**config.mk**
```make
export PLATFORM = sky130hd
export DESIGN_NAME = pwr_osc_ctrl
export DESIGN_NICKNAME = d
export VERILOG_FILES = /design/src/rtl/pwr_pkg.sv /design/src/rtl/pwr_regfile.sv /design/src/rtl/pwr_fsm.sv /design/src/rtl/pwr_gate.sv /design/src/rtl/pwr_osc_ctrl.sv
export SDC_FILE = /design/constraint.sdc
export NUM_CORES = 1
export LEC_CHECK = 0
export BUFFER_PORTS_ARGS = -buffer_cell sky130_fd_sc_hd__buf_2
export CAP_MARGIN = 20
export CORE_UTILIZATION = 30
export DETAILED_ROUTE_END_ITERATION = 10
export GPL_ROUTABILITY_DRIVEN = 0
export PLACE_DENSITY = 0.84
export SYNTH_ARGS = -nofsm -noshare
export SYNTH_HDL_FRONTEND = slang
export SYNTH_SLANG_ARGS = --single-unit
```
**constraint.sdc**
```tcl
create_clock -name clk -period 1.28 [get_ports clk]
set_clock_uncertainty 0.15 [all_clocks]
set_input_delay 0.256 -clock clk [delete_from_list [all_inputs] [get_ports clk]]
set_output_delay 0.256 -clock clk [all_outputs]
set_load 0.05 [all_outputs]
```
**src/rtl/pwr_pkg.sv**
```systemverilog
package pwr_pkg;

  typedef enum logic {
    ST_RUN = 1'b0,
    ST_PD  = 1'b1
  } pwr_state_e;

  // Masks an oscillator enable with the power-down condition.
  function automatic logic gate_hs(input logic reg_en, input logic pd);
    return reg_en & ~pd;
  endfunction

  // Power-down entry qualification.
  function automatic logic entry_ok(input logic wfi, input logic pd_en,
                                    input logic wait_cpu);
    return wfi & pd_en & wait_cpu;
  endfunction

  // Builds a one-hot mask for a bit position.
  function automatic logic [31:0] bit_mask(input int unsigned pos);
    return 32'd1 << pos;
  endfunction

endpackage

```
**src/rtl/pwr_regfile.sv**
```systemverilog
module pwr_regfile #(
  parameter int DATA_W   = 32,
  parameter int XTAL_POS = 0,
  parameter int HIRC_POS = 2,
  parameter int LIRC_POS = 3,
  parameter int PDEN_POS = 7,
  parameter int WAIT_POS = 8,
  parameter int PLL_POS  = 19
) (
  input  logic              clk,
  input  logic              rst_n,
  input  logic              wr,
  input  logic              sel,
  input  logic [DATA_W-1:0] wdata,
  output logic [DATA_W-1:0] rdata,
  output logic              xtal_bit,
  output logic              hirc_bit,
  output logic              lirc_bit,
  output logic              pden_bit,
  output logic              wait_bit,
  output logic              pll_bit
);
  import pwr_pkg::*;

  localparam logic [DATA_W-1:0] PWR_MASK =
    DATA_W'(bit_mask(XTAL_POS) | bit_mask(HIRC_POS) | bit_mask(LIRC_POS) |
            bit_mask(PDEN_POS) | bit_mask(WAIT_POS));
  localparam logic [DATA_W-1:0] PLL_MASK = DATA_W'(bit_mask(PLL_POS));
  localparam logic [DATA_W-1:0] PWR_RST  =
    DATA_W'(bit_mask(HIRC_POS) | bit_mask(LIRC_POS));

  logic [DATA_W-1:0] pwr_q;
  logic [DATA_W-1:0] pll_q;

  always_ff @(posedge clk or negedge rst_n) begin
    if (!rst_n) begin
      pwr_q <= PWR_RST;
      pll_q <= '0;
    end else if (wr) begin
      if (sel) pll_q <= wdata & PLL_MASK;
      else     pwr_q <= wdata & PWR_MASK;
    end
  end

  always_comb rdata = sel ? pll_q : pwr_q;

  assign xtal_bit = pwr_q[XTAL_POS];
  assign hirc_bit = pwr_q[HIRC_POS];
  assign lirc_bit = pwr_q[LIRC_POS];
  assign pden_bit = pwr_q[PDEN_POS];
  assign wait_bit = pwr_q[WAIT_POS];
  assign pll_bit  = pll_q[PLL_POS];

endmodule

```
**src/rtl/pwr_fsm.sv**
```systemverilog
module pwr_fsm (
  input  logic clk,
  input  logic rst_n,
  input  logic wfi,
  input  logic wake,
  input  logic pd_en,
  input  logic wait_cpu,
  output logic pd,
  output logic pd_enter,
  output logic pd_exit
);
  import pwr_pkg::*;

  pwr_state_e state_q, state_d;

  always_comb begin
    state_d  = state_q;
    pd_enter = 1'b0;
    pd_exit  = 1'b0;
    unique case (state_q)
      ST_RUN: if (entry_ok(wfi, pd_en, wait_cpu)) begin
        state_d  = ST_PD;
        pd_enter = 1'b1;
      end
      ST_PD: if (wake) begin
        state_d = ST_RUN;
        pd_exit = 1'b1;
      end
      default: state_d = ST_RUN;
    endcase
  end

  always_ff @(posedge clk or negedge rst_n) begin
    if (!rst_n) state_q <= ST_RUN;
    else        state_q <= state_d;
  end

  assign pd = (state_q == ST_PD);

endmodule

```
**src/rtl/pwr_gate.sv**
```systemverilog
module pwr_gate #(
  parameter int N_HS = 2
) (
  input  logic            pd,
  input  logic [N_HS-1:0] hs_bits,
  input  logic            ls_bit,
  output logic [N_HS-1:0] hs_en,
  output logic            ls_en
);
  import pwr_pkg::*;

  for (genvar g = 0; g < N_HS; g++) begin : g_hs
    assign hs_en[g] = gate_hs(hs_bits[g], pd);
  end

  assign ls_en = ls_bit;

endmodule

```
**src/rtl/pwr_osc_ctrl.sv**
```systemverilog
module pwr_osc_ctrl #(
  parameter int DATA_W   = 32,
  parameter int XTAL_POS = 0,
  parameter int HIRC_POS = 2,
  parameter int LIRC_POS = 3,
  parameter int PDEN_POS = 7,
  parameter int WAIT_POS = 8,
  parameter int PLL_POS  = 19
) (
  input  logic              clk,
  input  logic              rst_n,
  input  logic              reg_wr,
  input  logic              reg_sel,
  input  logic [DATA_W-1:0] reg_wdata,
  output logic [DATA_W-1:0] reg_rdata,
  input  logic              wfi_pulse,
  input  logic              wake_req,
  output logic              xtal_en,
  output logic              hirc_en,
  output logic              lirc_en,
  output logic              pd_active,
  output logic              pll_ref_sel
);
  localparam int N_HS = 2;

  logic xtal_bit, hirc_bit, lirc_bit, pden_bit, wait_bit, pll_bit;
  logic pd, pd_enter, pd_exit;
  logic [N_HS-1:0] hs_en;

  pwr_regfile #(
    .DATA_W(DATA_W), .XTAL_POS(XTAL_POS), .HIRC_POS(HIRC_POS),
    .LIRC_POS(LIRC_POS), .PDEN_POS(PDEN_POS), .WAIT_POS(WAIT_POS),
    .PLL_POS(PLL_POS)
  ) u_regs (
    .clk(clk), .rst_n(rst_n), .wr(reg_wr), .sel(reg_sel),
    .wdata(reg_wdata), .rdata(reg_rdata),
    .xtal_bit(xtal_bit), .hirc_bit(hirc_bit), .lirc_bit(lirc_bit),
    .pden_bit(pden_bit), .wait_bit(wait_bit), .pll_bit(pll_bit)
  );

  pwr_fsm u_fsm (
    .clk(clk), .rst_n(rst_n), .wfi(wfi_pulse), .wake(wake_req),
    .pd_en(pden_bit), .wait_cpu(wait_bit),
    .pd(pd), .pd_enter(pd_enter), .pd_exit(pd_exit)
  );

  pwr_gate #(.N_HS(N_HS)) u_gate (
    .pd(pd), .hs_bits({hirc_bit, xtal_bit}), .ls_bit(lirc_bit),
    .hs_en(hs_en), .ls_en(lirc_en)
  );

  assign xtal_en     = hs_en[0];
  assign hirc_en     = hs_en[1];
  assign pd_active   = pd;
  assign pll_ref_sel = pll_bit;

endmodule

```
==> results of run 1 <==
-- cell usage in the layout, fill, tap and decap left out --
cell type                       synthesis  layout
sky130_fd_sc_hd__buf_8                  0       3
sky130_fd_sc_hd__dfrtp_2                0       2
sky130_fd_sc_hd__buf_2                  0      11
sky130_fd_sc_hd__clkbuf_1               0       1
sky130_fd_sc_hd__nand3_1                1       1
sky130_fd_sc_hd__buf_4                 26       8
sky130_fd_sc_hd__dfstp_2                2       2
sky130_fd_sc_hd__and2b_4                0       1
sky130_fd_sc_hd__and2b_2                5       4
sky130_fd_sc_hd__conb_1                 1      26
sky130_fd_sc_hd__nand2_1                1       1
sky130_fd_sc_hd__buf_6                  0       8
sky130_fd_sc_hd__clkbuf_4               0       3
sky130_fd_sc_hd__nor2b_4                1       3
sky130_fd_sc_hd__dlygate4sd3_1          0       1
sky130_fd_sc_hd__and2_4                 0       1
sky130_fd_sc_hd__mux2_4                 6       6
sky130_fd_sc_hd__dfrtp_1                5       3
sky130_fd_sc_hd__mux2i_1                1       1
-- registers in the layout, indices dropped and copies added, names as in the netlist --
name,count
u_regs.pll_q,1
u_fsm.pd,1
u_regs.pwr_q,5
-- final timing paths --
check	from	to	depth (start not counted)	slack [ns]
max	u_regs.pwr_q[2]	hirc_en	2	-0.20
max in group asynchronous	rst_n	u_regs.pwr_q[3]	2	0.52
min reg2reg	u_regs.pwr_q[7]	u_regs.pwr_q[7]	2	0.45
min	wake_req	u_fsm.pd	2	0.03
min in group asynchronous	rst_n	u_regs.pwr_q[7]	2	0.23
max reg2reg	u_regs.pwr_q[3]	u_regs.pwr_q[3]	4	0.08
-- layer usage --
layer | vias to the layer above | global-route usage (%) | part of all wire [%]
met5 | - | 0 | 0
met4 | 0 | 3.636 | 0
met3 | 0 | 7.200 | 11
met2 | 30 | 18.84 | 57
met1 | 173 | 8.889 | 32
li1 | 179 | - | -
-- power by group --
group	switching, uW	total, uW	internal [uW]
registers	28.7	293	264
clock network	75.6	194	119
logic	407	641	233
total	512	1130	616
-- area by class of cell --
type / instances / area share, %
timing repair buffer: 31 / 32.55
tap: 25 / 3.912
clock buffer: 4 / 3.286
sequential: 7 / 22.54
multi-input combinational: 44 / 37.72
-- kinds of logic (layout without fill, tap and decap cells) --
logic type,count (synthesis),in the layout,share of synthesized area [%]
flip-flops,7,7,31.56
multiplexers,7,7,17.78
AND/OR/NAND/NOR,11,11,15.33
other,1,26,0.6660
buffers and inverters,26,35,34.67
-- critical path: stages (launching register included) --
cell and delay, ns:
sky130_fd_sc_hd__dfstp_2 0.54, sky130_fd_sc_hd__nor2b_4 0.13, sky130_fd_sc_hd__buf_6 0.16
-- stage by stage --
| step | util (%) | hold WS (ns) | instance area (sq um) | setup WS (ns) | total power (uW) |
|---|---|---|---|---|---|
| floorplan | - | -0.1896 | 675.6 | -0.1048 | 785.5 |
| global placement | 35.63 | -0.05938 | 621.8 | -0.03599 | 796.0 |
| detailed placement | 35.63 | -0.05152 | 621.8 | -0.04635 | 803.4 |
| CTS | 44.87 | 0.02130 | 783.3 | -0.2184 | 1126 |
| global route | 45.81 | 0.02256 | 799.5 | -0.2418 | 1186 |
| finish | 45.81 | 0.02984 | 799.5 | -0.2006 | 1128 |
-- timing repair --
| action | CTS | global route |
|---|---|---|
| endpoints found under the setup margin | 10 | 11 |
| resized for setup | 23 | 5 |
| endpoints found under the hold margin | 7 | 0 |
| cloned | 0 | 0 |
| setup buffers | 7 | 1 |
| hold buffers | 1 | 0 |
==> flow_metrics.env, run 1 <==
export IMPL_status="finished, violations left"
export IMPL_failing_checks="negative setup slack"
export IMPL_filler_cell_count=174
export IMPL_netlist_instances=52
export IMPL_tritoncts_num_buffers=3
export IMPL_grtUsageTotal_pct=10.42
export IMPL_clk_insertion_delay_late_ns=0.25
export IMPL_post_route_min_period_ns=1.481
export IMPL_endpoint_kind="output port"
export IMPL_pwr_density_cell_nw_per_um2=1410
export IMPL_gr_total_overflow=0
export IMPL_cts_root_buf="sky130_fd_sc_hd__clkbuf_4"
export IMPL_hpwlAfterDp_um=719.7
export IMPL_grt_max_degree=9
export IMPL_yosys_warnings=0
export IMPL_floorplan_die_height_um=45.32
export IMPL_wirelength_um=931
export IMPL_synth_cell_types=12
export IMPL_dp_cells=98
export IMPL_syn_mean_instance_area_sq_um=10.83
export IMPL_synth_top_cells_by_count="sky130_fd_sc_hd__buf_4 (26), sky130_fd_sc_hd__mux2_4 (6), sky130_fd_sc_hd__and2b_2 (5), sky130_fd_sc_hd__dfrtp_1 (5)"
export IMPL_dieArea_sq_um=2054
export IMPL_holdCritPathClass="input pin to flip-flop"
export IMPL_synth_async_sr_flop_share_pct=100.0
export IMPL_criticalPathCategory="flip-flop to output port"
export IMPL_antenna_diode_count=0
export IMPL_most_instantiated_library_cell_after_synthesis="sky130_fd_sc_hd__buf_4"
export IMPL_port_buffer_count=22
export IMPL_power_leakage_uw=0.0004406
export IMPL_cap_violations=0
export IMPL_core_area_sq_um=1745
export IMPL_timing_critical_path_required_ns=0.87
export IMPL_start_util_pct=32.26
export IMPL_final_nets=125
export IMPL_synth_seq_cells=7
export IMPL_synth_edf_count=0
export IMPL_cts_max_level=1
export IMPL_clk_pin_slew_ns=0.05
export IMPL_period_share_pct=115.7
export IMPL_postRouteAntennaNets=0
export IMPL_rsz0062_at_grt="yes"
export IMPL_grt_antenna_before_repair=0
export IMPL_critical_path_arrival_ns=1.07
export IMPL_synth_top_area_share_pct=34.67
export IMPL_die_width_um=45.32
export IMPL_cts_tree="built"
export IMPL_dominantRegCellSynth="sky130_fd_sc_hd__dfrtp_1"
export IMPL_multiInputGateArea_sq_um=301.5
export IMPL_vdd_ir_drop_worst_uv=598.9
export IMPL_synth_top_cell_by_area="sky130_fd_sc_hd__buf_4"
export IMPL_grt_pass1_vias=335
export IMPL_clock_tree_buffer_depth=2
export IMPL_detailroute_via_count=382
export IMPL_hold_violations=0
export IMPL_setup_total_negative_slack_ns=-1.200
export IMPL_first_iter_violations=3
export IMPL_synth_area_sq_um=563.0
export IMPL_timing_fmax_mhz=675.4
export IMPL_final_critical_path_setup_slack_ns=-0.2006
export IMPL_grt_first_pass_wirelength_um=1400
export IMPL_start_kind="flip-flop"
export IMPL_post_synth_main_area_contributors="sky130_fd_sc_hd__buf_4 (35%), sky130_fd_sc_hd__dfrtp_1 (22%), sky130_fd_sc_hd__mux2_4 (16%), sky130_fd_sc_hd__dfstp_2 (9.3%), sky130_fd_sc_hd__and2b_2 (7.8%)"
export IMPL_via_per_inst=3.441
export IMPL_pin_count=75
export IMPL_layout_area_seq_sq_um=180.2
export IMPL_area_delta_synth_final_pct=42.00
export IMPL_setup_viol=9
export IMPL_floorplan_rows=15
export IMPL_yosysSeqAreaShare_pct=31.56
export IMPL_dr_pass1_iters=3
export IMPL_avgRoutedWirePerCell_um=8.387
export IMPL_final_instance_count_excl_fillers=111
export IMPL_final_max_slew_viol_count=0
export IMPL_crit_fanout=3
export IMPL_final_layout_size_suffix_gt1_share_pct=60.47
export IMPL_cts_num_sinks=7
export IMPL_drcViolationCount=0
(Power assumes the default switching activity.)
==> run 2: changes to the inputs <==
ABC_AREA = 1   (was not set)
CORE_MARGIN = 4   (was not set)
==> run 2 against run 1 <==
Net effect:
- the run still ends with negative setup slack left
- via count up 23%
- largest cell class unchanged
- cell count up 20%
- flip-flop and latch count unchanged
- count of clock-buffer cells in the layout unchanged
- worst hold slack better by 0.040 ns
- critical endpoint unchanged
- sequential power down 4%
- non-clock buffer count down 2
- utilization down 0.77 points
- worst setup slack worse by 0.018 ns
- design area down 0.63%
- wire length up 26%
- register-to-register slack better by 0.16 ns
==> flow_metrics.env, run 2 <==
export IMPL_period_share_pct=117.0
export IMPL_final_instance_count_excl_fillers=133
export IMPL_criticalPathCategory="flip-flop to output port"
export IMPL_final_max_slew_viol_count=0
export IMPL_final_nets=147
export IMPL_timing_critical_path_required_ns=0.87
export IMPL_via_per_inst=3.526
export IMPL_crit_chain="inv_2 > nor2_4 > buf_6"
export IMPL_hold_violations=0
export IMPL_dominantRegCellSynth="sky130_fd_sc_hd__dfrtp_1"
export IMPL_synth_seq_cells=7
export IMPL_hpwlAfterDp_um=923.9
export IMPL_rsz0062_at_grt="yes"
export IMPL_most_instantiated_library_cell_after_synthesis="sky130_fd_sc_hd__buf_4"
export IMPL_critical_path_top_delay_family="flip-flops"
export IMPL_port_buffer_count=22
export IMPL_cts_num_sinks=7
export IMPL_timing_fmax_mhz=667.5
export IMPL_yosys_area_share_xor_xnor_pct=0
export IMPL_synth_compound_gate_area_share_pct=0
export IMPL_yosys_area_share_adder_pct=0
export IMPL_synth_top_cell_by_area="sky130_fd_sc_hd__buf_4"
export IMPL_dr_pass1_iters=2
export IMPL_grtUsageTotal_pct=8.469
export IMPL_die_width_um=51.52
export IMPL_detailroute_via_count=469
export IMPL_drcViolationCount=0
export IMPL_cts_max_level=1
export IMPL_power_leakage_uw=0.0004488
export IMPL_failing_checks="negative setup slack"
export IMPL_synth_top_family_by_area="buffers and inverters"
export IMPL_cts_tree="built"
export IMPL_dp_cells=123
export IMPL_post_synth_main_area_contributors="sky130_fd_sc_hd__buf_4 (34%), sky130_fd_sc_hd__dfrtp_1 (22%), sky130_fd_sc_hd__nand2_1 (12%), sky130_fd_sc_hd__dfstp_2 (9.3%), sky130_fd_sc_hd__nand3_1 (5.3%)"
export IMPL_start_util_pct=32.20
export IMPL_clk_insertion_delay_late_ns=0.25
export IMPL_critical_path_arrival_ns=1.09
export IMPL_yosysSeqAreaShare_pct=31.28
export IMPL_holdCritPathClass="input pin to flip-flop"
export IMPL_crit_fanout=2
export IMPL_cap_violations=0
export IMPL_final_layout_size_suffix_gt1_share_pct=47.22
export IMPL_cts_root_buf="sky130_fd_sc_hd__clkbuf_4"
export IMPL_grt_max_degree=9
export IMPL_clk_pin_slew_ns=0.05
export IMPL_critical_path_max_stage_delay_ns=0.54
export IMPL_post_route_min_period_ns=1.498
export IMPL_synth_async_sr_flop_share_pct=100.0
export IMPL_synth_top_cells_by_count="sky130_fd_sc_hd__buf_4 (26), sky130_fd_sc_hd__nand2_1 (18), sky130_fd_sc_hd__nor2_1 (8)"
export IMPL_pwr_density_cell_nw_per_um2=1291
export IMPL_largest_register_ff_count=5
export IMPL_setup_viol=10
export IMPL_synth_cell_types=14
export IMPL_yosys_warnings=0
export IMPL_setup_total_negative_slack_ns=-1.052
export IMPL_avgRoutedWirePerCell_um=8.827
export IMPL_first_iter_violations=3
export IMPL_synth_area_sq_um=568.0
export IMPL_floorplan_die_height_um=51.52
export IMPL_filler_cell_count=188
export IMPL_most_common_library_cell_in_the_layout_ignoring_fill_and_taps="sky130_fd_sc_hd__conb_1"
export IMPL_synth_top_area_share_pct=34.36
export IMPL_clock_tree_buffer_depth=2
export IMPL_netlist_instances=78
export IMPL_max_flop_register="u_regs.pwr_q"
export IMPL_vdd_ir_drop_worst_uv=507.7
export IMPL_core_area_sq_um=1764
export IMPL_area_delta_synth_final_pct=39.87
export IMPL_postRouteAntennaNets=0
export IMPL_dieArea_sq_um=2654
export IMPL_grt_antenna_before_repair=0
export IMPL_wirelength_um=1174
export IMPL_pin_count=75
export IMPL_post_place_ws_ns=-0.07182
export IMPL_gr_total_overflow=0
export IMPL_endpoint_kind="output port"
export IMPL_status="finished, violations left"
export IMPL_final_critical_path_setup_slack_ns=-0.2181
export IMPL_syn_mean_instance_area_sq_um=7.283
export IMPL_start_kind="flip-flop"
export IMPL_synth_area_mux_share_pct=0
export IMPL_antenna_diode_count=0
export IMPL_synth_simple_gate_area_share_pct=24.45
export IMPL_final_cell_mix="sky130_fd_sc_hd__conb_1 (26), sky130_fd_sc_hd__nand2_1 (17), sky130_fd_sc_hd__buf_2 (11)"
export IMPL_floorplan_rows=15
export IMPL_grt_pass1_vias=385
export IMPL_tritoncts_num_buffers=3
export IMPL_slowest_cell_on_the_critical_path="sky130_fd_sc_hd__dfstp_2"
export IMPL_grt_first_pass_wirelength_um=1614
export IMPL_synth_edf_count=0
export IMPL_critical_path_buffer_and_inverter_count=2
## run 2: final cells by class
type                            instances  area, sq um  area share, %
Multi-Input combinational cell         59        271.5          34.17
Timing Repair Buffer                   29        245.2          30.87
Sequential cell                         7        180.2          22.68
Inverter                                9        40.04          5.039
Tap cell                               25        31.28          3.937
Clock buffer                            4        26.28          3.307
## run 2: cell families after synthesis
family / Yosys count
other cells: 1
simple gates: 33
buf+inv: 37
flops: 7
## run 2: final timing paths
check	startpoint	endpoint	slack, ns	depth (start not counted)
worst max-delay path	u_regs.pwr_q[2]	hirc_en	-0.22	3
worst min-delay path	reg_wdata[3]	u_regs.pwr_q[3]	0.07	3
worst max register to register	u_regs.pwr_q[3]	u_regs.pwr_q[3]	0.24	4
worst min register to register	u_regs.pwr_q[2]	u_regs.pwr_q[2]	0.33	2
max in group asynchronous	rst_n	u_regs.pwr_q[3]	0.51	2
min in group asynchronous	rst_n	u_fsm.pd	0.24	2
## run 2: layer usage
| layer | vias up | global-route usage (%) | wire (um) |
|---|---|---|---|
| met4 | 0 | 6.550 | 6 |
| li1 | 236 | - | - |
| met2 | 31 | 11.86 | 587 |
| met3 | 2 | 3.725 | 130 |
| met1 | 200 | 9.982 | 449 |
| met5 | - | 0 | 0 |
## run 2: report_power, final
part | total [uW] | internal [uW] | switching [uW]
clock network | 199 | 119 | 80.5
logic | 545 | 150 | 395
registers | 282 | 256 | 25.7
total | 1030 | 525 | 501
## run 2: worst reg2reg max path: stages, from the launching register on
cell and delay (ns):
sky130_fd_sc_hd__dfstp_2 0.54, sky130_fd_sc_hd__buf_6 0.10, sky130_fd_sc_hd__buf_4 0.09, sky130_fd_sc_hd__nand2_1 0.05
sky130_fd_sc_hd__nand2_1 0.05
## run 2: per-stage QoR
stage	power, uW	instance area (sq um)	hold WS (ns)	utilization, %
3_3_place_gp	723.2	633.1	-0.06178	35.89
3_5_place_dp	729.7	633.1	-0.05316	35.89
6_report	1026	794.5	0.07022	45.04
2_1_floorplan	724.2	695.7	-0.1896	-
5_1_grt	1081	794.5	0.08366	45.04
4_1_cts	1018	768.2	0.05812	43.55
## run 2: timing repair
action / 4_1_cts / 5_1_grt
endpoints found under the setup margin: 11 / 11
gates resized for setup: 24 / 7
hold buffers: 1 / 0
setup buffers: 4 / 1
pin swaps: 1 / 1
hold endpoints to repair: 7 / 0
==> run 3: changes to the inputs <==
BUFFER_PORTS_ARGS = not set   (was -buffer_cell sky130_fd_sc_hd__buf_2)
CORE_AREA = 4 4 41 43   (was not set)
CORE_MARGIN = not set   (was 4)
CORE_UTILIZATION = not set   (was 30)
DIE_AREA = 0 0 45 47   (was not set)
DONT_BUFFER_PORTS = 1   (was not set)
PLACE_DENSITY = 0.63   (was 0.84)
==> run 3 against run 2 <==
Net effect:
- the flow still finishes with violations (negative setup slack)
- sequential share of layout area decreased by 0.96 points
- maximum frequency decreased by 0.73%
- design area increased by 4.4%
- clock power is 5% higher
- worst hold slack got worse by 0.066 ns
- total power grew 2.9%
- die area down 20%
- non-clock buffer count shrank 5
- sequential power hardly changed
==> flow_metrics.env, run 3 (synthesized netlist as in run 2, its figures left out) <==
export IMPL_status="finished, violations left"
export IMPL_failing_checks="negative setup slack"
export IMPL_endpoint_kind="output port"
export IMPL_vdd_ir_drop_worst_uv=854.3
export IMPL_hpwlAfterDp_um=809.1
export IMPL_grt_first_pass_wirelength_um=1876
export IMPL_post_place_ws_ns=-0.005652
export IMPL_wirelength_um=1291
export IMPL_floorplan_die_height_um=47
export IMPL_antenna_diode_count=0
export IMPL_critical_path_arrival_ns=1.10
export IMPL_clock_tree_buffer_depth=2
export IMPL_setup_viol=10
export IMPL_post_route_min_period_ns=1.509
export IMPL_gr_total_overflow=0
export IMPL_postLayoutCellArea_sq_um=829.5
export IMPL_intPower_uw=539.9
export IMPL_area_delta_synth_final_pct=46.04
export IMPL_timing_fmax_mhz=662.6
export IMPL_criticalPathCategory="flip-flop to output port"
export IMPL_grt_pass1_vias=413
export IMPL_start_util_pct=43.65
export IMPL_grt_busiest_layer="met2"
export IMPL_first_iter_violations=7
export IMPL_holdCritPathClass="input pin to flip-flop"
export IMPL_grt_max_degree=8
export IMPL_grt_met3_usage_pct=3.448
export IMPL_pwr_density_cell_nw_per_um2=1272
export IMPL_rsz0062_at_grt="yes"
export IMPL_power_spent_charging_and_discharging_nets_uw=515.3
export IMPL_power_leakage_uw=0.0004404
export IMPL_period_share_pct=117.9
export IMPL_share_seq_of_total_power_pct=26.7
export IMPL_cts_tree="built"
export IMPL_clk_insertion_delay_late_ns=0.26
export IMPL_dp_cells=100
export IMPL_post_dp_cell_area_sq_um=628.1
export IMPL_clockPowerShare_pct=19.7
export IMPL_crit_fanout=2
export IMPL_start_kind="flip-flop"
export IMPL_dieArea_sq_um=2115
export IMPL_final_critical_path_setup_slack_ns=-0.2292
export IMPL_filler_cell_count=115
export IMPL_grtUsageTotal_pct=12.87
export IMPL_largest_register_ff_count=5
export IMPL_cts_num_sinks=7
export IMPL_setup_total_negative_slack_ns=-1.091
export IMPL_final_layout_size_suffix_gt1_share_pct=36.89
export IMPL_avgRoutedWirePerCell_um=10.94
export IMPL_detailroute_via_count=454
export IMPL_floorplan_rows=13
export IMPL_drcViolationCount=0
export IMPL_final_nets=142
export IMPL_grt_antenna_before_repair=0
export IMPL_final_instance_count_excl_fillers=118
export IMPL_power_switching_share_pct=48.84
export IMPL_timing_critical_path_required_ns=0.87
export IMPL_die_width_um=45
export IMPL_final_cell_mix="sky130_fd_sc_hd__conb_1 (26), sky130_fd_sc_hd__nand2_1 (17), sky130_fd_sc_hd__dlygate4sd3_1 (10)"
export IMPL_cts_root_buf="sky130_fd_sc_hd__clkbuf_4"
export IMPL_most_common_library_cell_in_the_layout_ignoring_fill_and_taps="sky130_fd_sc_hd__conb_1"
export IMPL_port_buffer_count=0
export IMPL_comb_power_share_pct=53.5
export IMPL_cap_violations=0
export IMPL_tritoncts_num_buffers=3
export IMPL_via_per_inst=3.847
export IMPL_hold_violations=0
export IMPL_grt_met1_usage_pct=12.47
export IMPL_core_area_sq_um=1301
export IMPL_clk_pin_slew_ns=0.06
export IMPL_pin_count=75
export IMPL_grt_use_met2_pct=24.58
export IMPL_dr_pass1_iters=4
export IMPL_postRouteAntennaNets=0
export IMPL_final_max_slew_viol_count=0
export IMPL_cts_max_level=1
export IMPL_max_flop_register="u_regs.pwr_q"
## run 3: path summary, 6_finish.rpt
check | from | endpoint | slack [ns] | cells after the start
max reg2reg | u_regs.pwr_q[3] | u_regs.pwr_q[3] | 0.21 | 3
min reg2reg | u_regs.pwr_q[2] | u_regs.pwr_q[2] | 0.33 | 2
min | reg_wr | u_regs.pwr_q[0] | 0.004 | 2
max | u_regs.pwr_q[3] | reg_rdata[3] | -0.23 | 3
min in group asynchronous | rst_n | u_regs.pwr_q[8] | 0.18 | 1
max in group asynchronous | rst_n | u_regs.pwr_q[3] | 0.51 | 1
## run 3: through the flow
stage                     utilization, %  total power [uW]  hold slack (ns)
after floorplan                        -             724.2          -0.1896
after global placement             48.27             756.3          -0.1894
after detailed placement           48.27             761.2          -0.1894
after CTS                          62.12              1043        0.0007684
after global routing               63.75              1101         0.004548
final                              63.75              1055         0.004420
## run 3: repair_timing
item | in CTS | in global routing
hold buffers | 10 | 0
buffers inserted | 3 | 1
setup endpoints to repair | 10 | 11
endpoints found under the hold margin | 14 | 0
pin swaps | 4 | 2
resized for setup | 10 | 5
## run 3: final cells by class
type                       instances  area (sq um)  area share [%]
multi-input combinational         59         281.5           33.94
timing repair buffer              24         281.5           33.94
inverter                           9         40.04           4.827
clock buffer                       3         22.52           2.715
tap                               15         18.77           2.262
clock inverter                     1         5.005          0.6033
sequential                         7         180.2           21.72
## run 3: power by group through the flow
stage                     registers (uW)  logic [uW]  clock network [uW]
after detailed placement             283         479                   0
final                                282         565                 208
after CTS                            281         549                 212
after floorplan                      320         404                   0
after global placement               281         475                   0
after global routing                 285         590                 225
## run 3: worst max-delay path, cell delays in order, from the launching register on
cell and delay, ns:
sky130_fd_sc_hd__dfstp_2 0.56, sky130_fd_sc_hd__inv_2 0.05, sky130_fd_sc_hd__nor2_4 0.10, sky130_fd_sc_hd__buf_12 0.14
## run 3: per-layer routing
layer	vias up	share of wire (%)
met4	0	0
met2	30	53
met1	196	36
met3	0	11
li1	228	-
met5	-	0
